==> config.mk <==
export PLATFORM = sky130hd
export DESIGN_NAME = fpu_ctrl_status
export DESIGN_NICKNAME = d
export VERILOG_FILES = /design/src/rtl/fpu_csr_pkg.sv /design/src/rtl/fpu_csr_flag_map.sv /design/src/rtl/fpu_csr_round_dec.sv /design/src/rtl/fpu_ctrl_status.sv
export SDC_FILE = /design/constraint.sdc
export NUM_CORES = 1
export LEC_CHECK = 0
export CAP_MARGIN = 20
export CORE_UTILIZATION = 27
export CTS_CLUSTER_SIZE = 28
export DETAILED_ROUTE_END_ITERATION = 10
export GPL_TIMING_DRIVEN = 0
export PLACE_DENSITY = 0.78
export SLEW_MARGIN = 20
export SYNTH_ARGS = -nofsm -noshare
export SYNTH_HDL_FRONTEND = slang
export SYNTH_SLANG_ARGS = --single-unit
==> constraint.sdc <==
create_clock -name clk -period 0.8 [get_ports clk]
set_input_delay 0.12 -clock clk [delete_from_list [all_inputs] [get_ports clk]]
set_output_delay 0.12 -clock clk [all_outputs]
set_load 0.01 [all_outputs]
==> src/rtl/fpu_csr_pkg.sv <==
package fpu_csr_pkg;
    localparam int DATA_W  = 32;
    localparam int CSR_W   = 12;
    localparam int NFLAG   = 5;
    localparam int RM_W    = 2;
    localparam int NRM     = 1 << RM_W;
    localparam int EN_BIT  = 0;
    localparam int RM_LSB  = 1;

    // Status bit position for each incoming flag: invalid, overflow, underflow, div0, inexact
    function automatic int flag_pos(input int idx);
        case (idx)
            0:       return 9;
            1:       return 3;
            2:       return 4;
            3:       return 7;
            default: return 8;
        endcase
    endfunction

    typedef struct packed {
        logic [CSR_W-1:0] csr;
        logic             trap;
    } csr_state_t;
endpackage

==> src/rtl/fpu_csr_flag_map.sv <==
module fpu_csr_flag_map
    import fpu_csr_pkg::*;
(
    input  logic [NFLAG-1:0] flags,
    output logic [CSR_W-1:0] status_bits
);
    logic [NFLAG-1:0][CSR_W-1:0] part;

    for (genvar g = 0; g < NFLAG; g++) begin : g_map
        assign part[g] = flags[g] ? (CSR_W'(1) << flag_pos(g)) : '0;
    end

    always_comb begin
        status_bits = '0;
        for (int i = 0; i < NFLAG; i++) begin
            status_bits = status_bits | part[i];
        end
    end
endmodule

==> src/rtl/fpu_csr_round_dec.sv <==
module fpu_csr_round_dec
    import fpu_csr_pkg::*;
(
    input  logic [RM_W-1:0] mode,
    output logic [NRM-1:0]  sel
);
    for (genvar k = 0; k < NRM; k++) begin : g_sel
        assign sel[k] = (mode == RM_W'(k));
    end
endmodule

==> src/rtl/fpu_ctrl_status.sv <==
module fpu_ctrl_status
    import fpu_csr_pkg::*;
(
    input  logic              clk,
    input  logic              rst,
    input  logic              wr_en,
    input  logic [DATA_W-1:0] wr_data,
    input  logic [NFLAG-1:0]  exc_flags,
    output logic [DATA_W-1:0] rd_data,
    output logic [RM_W-1:0]   rnd_mode,
    output logic [NRM-1:0]    rnd_sel,
    output logic              trap_req
);
    csr_state_t       st_d, st_q;
    logic [CSR_W-1:0] new_bits;

    fpu_csr_flag_map u_map (
        .flags       (exc_flags),
        .status_bits (new_bits)
    );

    always_comb begin
        st_d      = st_q;
        st_d.trap = 1'b0;
        if (wr_en) begin
            st_d.csr = wr_data[CSR_W-1:0];
        end else if (exc_flags != '0) begin
            st_d.csr  = st_q.csr | new_bits;
            st_d.trap = st_q.csr[EN_BIT];
        end
    end

    always_ff @(posedge clk) begin
        if (rst) begin
            st_q <= '0;
        end else begin
            st_q <= st_d;
        end
    end

    assign rd_data  = {{(DATA_W-CSR_W){1'b0}}, st_q.csr};
    assign rnd_mode = st_q.csr[RM_LSB +: RM_W];
    assign trap_req = st_q.trap;

    fpu_csr_round_dec u_rdec (
        .mode (rnd_mode),
        .sel  (rnd_sel)
    );

    p_write_mask_r1: assert property (@(posedge clk) disable iff (rst)
        wr_en |=> rd_data == {{(DATA_W-CSR_W){1'b0}}, $past(wr_data[CSR_W-1:0])});

    p_sel_onehot_r2: assert property (@(posedge clk) disable iff (rst)
        $countones(rnd_sel) == 1 && rnd_sel[rd_data[2:1]]);

    p_sticky_r4: assert property (@(posedge clk) disable iff (rst)
        !wr_en |=> (rd_data & $past(rd_data)) == $past(rd_data));

    p_trap_cause_r5: assert property (@(posedge clk) disable iff (rst)
        (!wr_en && exc_flags != '0 && rd_data[EN_BIT]) |=> trap_req);

    p_trap_pulse_r5: assert property (@(posedge clk) disable iff (rst)
        trap_req |=> !trap_req || $past(exc_flags != '0));

    p_idle_r6: assert property (@(posedge clk) disable iff (rst)
        (!wr_en && exc_flags == '0) |=> $stable(rd_data) && !trap_req);

    p_write_wins_r7: assert property (@(posedge clk) disable iff (rst)
        wr_en |=> !trap_req);
endmodule

Word level (Yosys, flattened, before mapping)
Cells that the tools add are included.

word-level totals
  register bits = 13
  input bits = 40
  output and inout bits = 39

cells by class
  eq/ne operators = 3
  muxes and demuxes = 7
  bitwise logic cells = 6
  reduce and logical (&&, ||, !) cells = 4

operator list
  operator                                                          count
  12-bit bitwise OR                                                 5
  13-bit two-way mux                                                1
  12-bit two-way mux                                                1
  10-bit two-way mux                                                1
  9-bit two-way mux                                                 1
  8-bit two-way mux                                                 1
  5-bit two-way mux                                                 1
  5-bit nonzero test                                                1
  2-bit == test (second input constant)                             2
  4-bit two-way mux                                                 1
  3-bit OR reduction                                                1
  2-bit by 1-bit == test with 1-bit output (second input constant)  1
  2-bit zero test                                                   1
  2-bit nonzero test                                                1
  1-bit inverter                                                    1

Longest topological paths before layout
  word-level depth = 8
  mapped depth = 4
  gate-level depth less buffers = 2

Modules after synthesis
A second synthesis with hierarchy kept.

unflattened totals
  cells, all modules = 110
  area total of the unflattened synthesis = 950.9 µm²

modules (own cells, without submodules)
  module             times used  cells each  area an instance (µm²)  seq. area each (µm²)
  fpu_ctrl_status    1           93          830.8                   260.2
  fpu_csr_flag_map   1           13          93.8                    0.0
  fpu_csr_round_dec  1           4           26.3                    0.0

Least setup slack after synthesis
Ideal clock, no wire load.

  path kind = register -> output
  start point = register st_q (netlist bit rd_data[2])
  end point = output rnd_sel[2]
  data arrival time = 0.668 ns
  data required time = 0.680 ns
  setup slack = 0.012 ns
  cell stages (with the launch flop) = 2
  cells stage by stage = dfxtp_1 > nor2b_1

between the ends
  longest elaborated chain between the ends = 1

RTL lines
  what                      RTL line                source
  start: declaration        fpu_ctrl_status.sv:14   csr_state_t st_d, st_q;
  start signal: assignment  fpu_ctrl_status.sv:37   st_q <= st_d;
  2-bit == test             fpu_csr_round_dec.sv:8  assign sel[k] = (mode == RM_W'(k));
  end: declaration          fpu_ctrl_status.sv:11   output logic [NRM-1:0] rnd_sel,

No other way between the ends.

Worst setup path in the final report
  start point = register st_q (netlist bit rd_data[2])
  end point = output rnd_sel[3]

The elaborated chain is that of the path after synthesis.

==> metrics <==
outcome=finished with violations; failing checks=negative setup slack; Clock Path Buffers=2; placed cell count=162; Reg2Reg Depth=3; Via density=3.76; Combinational Power Share=31.9%; row cnt=18; pin count of the biggest net entering global routing=11; Int Pwr=0.00121 W; Root Driver=clkbuf_4; Mean Syn Cell Area=9.48 um2; Psw=0.000460 W; area delta synth->final=81.9%; fin cells=171; Mapped Cells=76; leakage power=0.656 nW; Max VDD drop=0.616 mV; Max Slew Vio Count=0; largest family of logic cells by synthesized area=buffers and inverters; WP depth=2; Hold Fails Final Rpt=0; clk sinks=13; core area=2500 um2; Final setup viols=19; min Tclk post-route=1.03 ns; CP Capture Type=primary output; CP Class=register to primary output; Clock Power Share=24.8%; insertion delay to the later sink of the worst-skew pair=0.27 ns; RSZ-0062 raised after global routing=yes; htree depth=1; share of the synthesized area in the top cell type=36.1%; routed wire length=1610 um; xor/xnor share of the synthesized area=0%; simple-gate area share of the yosys netlist=25.3%; die width=53.7 um; nets@finish=182; DP Area=1200 um2; CTS Hold Bufs=0; first-pass GRT wire length=2300 um; Setup crit start=rd_data[2]; RR Startpoint=rd_data[0]; synth unique cells=16; post-synthesis sequential area ratio=36.1%; Starting DRT DRC Count=1; drt pass-1 iters=4; Final WS setup=-0.233 ns; crit-path cells=and2_1 -> buf_2; CTS tree=yes; reg2reg end=trap_req; hold crit path type=input pin to register; CP Buf/Inv Count=1; GRT Resource Usage Total=11.4%; worst path arrival time=0.91 ns; DRC Markers=0; vias in the first global route=569; Critical-path top delay cell=dfxtp_4; Final HPWL DP=1270 um; antenna viol nets, final=0; slowest stage delay, CP=0.37 ns; Max Clk Rate=968 MHz; Vias=643; Die Y=53.7 um; max-cap violation count=0; total CTS buffers=3; routed len/inst=9.40 um; Startpoint Class=register; Register-to-Register Setup Slack=0.06 ns; dominant cell type by area after synthesis=dfxtp_1; grt total ovfl=0; design area=1310 um2; Adder-Cell Fraction of Synth Area=0%; PnR Total Power=0.00167 W; post-synthesis compound-gate area fraction=1.74%; clock-pin transition on the worst setup and hold timing paths=0.09 ns; Die ar.=2880 um2; # diodes=0; Ports=79; YS warnings=0; Reg power frac=43.3%; Final period util=129%; Port Buffers=37; worst-case clock skew=0.0000344 ns; Synth area leaders=dfxtp_1 36%, buf_4 23%, mux2i_1 8.3%, nor3_2 8.3%, nor2b_1 6.1%; crit path to=rnd_sel[3]; initial antenna violation count=0; multiplexer share of the synthesized area=8.33%; CP Max Fanout=7; Sw Ratio=27.4%; GP Congestion=0.709; hold path depth=3; setup TNS=-1.94 ns; Synth Register Bits=13; CP delay by family, top=flip-flops; Cell Area, Synth=721 um2; Initial Util=28.8%; pwr/cell area=1280 nW/um2; Critical Path RT=0.68 ns; share of layout cells above drive strength 1=51.1%
-- layout make-up --
class | count | area [um2]
Multi-Input combinational cell | 57 | 357
Buffer | 25 | 208
Fill cell | 250 | 1190
Tap cell | 30 | 37.5
Timing Repair Buffer | 42 | 403
Sequential cell | 13 | 280
Clock buffer | 4 | 26.3
-- registers in the layout (all words and copies together) (netlist names) --
name and cells:
rd_data 12, trap_req 1
-- metrics by stage --
step                      setup WS [ns]  hold WS [ns]  utilization (%)
after floorplan                  0.0121         0.190                -
after global placement           -0.410         0.451             48.0
after detailed placement         -0.452         0.456             48.0
after CTS                        -0.244         0.164             51.7
after global routing             -0.280         0.159             52.5
final                            -0.233         0.159             52.5
-- repair_timing --
item                                    in CTS  in global routing
gates resized for setup                    107                  4
pin swaps                                    0                  4
buffers inserted                             5                  0
endpoints found under the setup margin      29                 24
-- power by group through the flow --
| stage | logic, W | clock network, W | registers (W) |
|---|---|---|---|
| after detailed placement | 0.000488 | 0 | 0.000732 |
| final | 0.000534 | 0.000416 | 0.000725 |
| after global placement | 0.000482 | 0 | 0.000730 |
| after floorplan | 0.000241 | 0 | 0.000749 |
| after CTS | 0.000524 | 0.000416 | 0.000725 |
| after global routing | 0.000577 | 0.000463 | 0.000732 |
-- cells by family after synthesis --
logic type | Yosys count
AND/OR/NAND/NOR | 29
flip-flops | 13
AO/OA/AOI/OAI | 2
other | 1
multiplexers | 6
buffers and inverters | 25
-- Yosys cell counts --
library cell and count:
buf_6 1, nand2_1 1, nor2b_1 7, and2_1 1, a21oi_1 1, conb_1 1
dfxtp_1 13, buf_12 1, a211oi_1 1, nor3_2 6, nor3_1 5, nand2b_4 1
nor2_1 8, buf_2 1, mux2i_1 6, buf_4 22
-- placed cells by master (no fill, tap or decap), types with 2 or more instances in the layout --
| cell | n |
|---|---|
| buf_4 | 27 |
| conb_1 | 20 |
| clkdlybuf4s50_1 | 17 |
| buf_6 | 16 |
| dfxtp_2 | 10 |
| nor2_1 | 8 |
| nor2b_1 | 6 |
| mux2i_1 | 6 |
| nor3_1 | 5 |
| buf_2 | 5 |
| nor3_4 | 3 |
| nor3_2 | 3 |
| clkbuf_4 | 3 |
| dfxtp_4 | 2 |
-- worst min-delay path, stage by stage --
cell      delay [ns]
buf_6           0.11
nand2b_4        0.13
a211oi_1        0.04
-- worst min-delay path by stage --
stage               startpoint    endpoint
floorplan                  rst  rd_data[4]
global placement         wr_en    trap_req
detailed placement       wr_en    trap_req
CTS                      wr_en    trap_req
global route               rst  rd_data[4]
finish                   wr_en    trap_req
-- per-layer routing --
metal	wire length, um	track usage [%]
met2	927	23.0
met3	86	0.847
met1	574	10.4
met5	0	0
met4	19	7.89
Note: power is estimated with default switching activity, not from simulation.
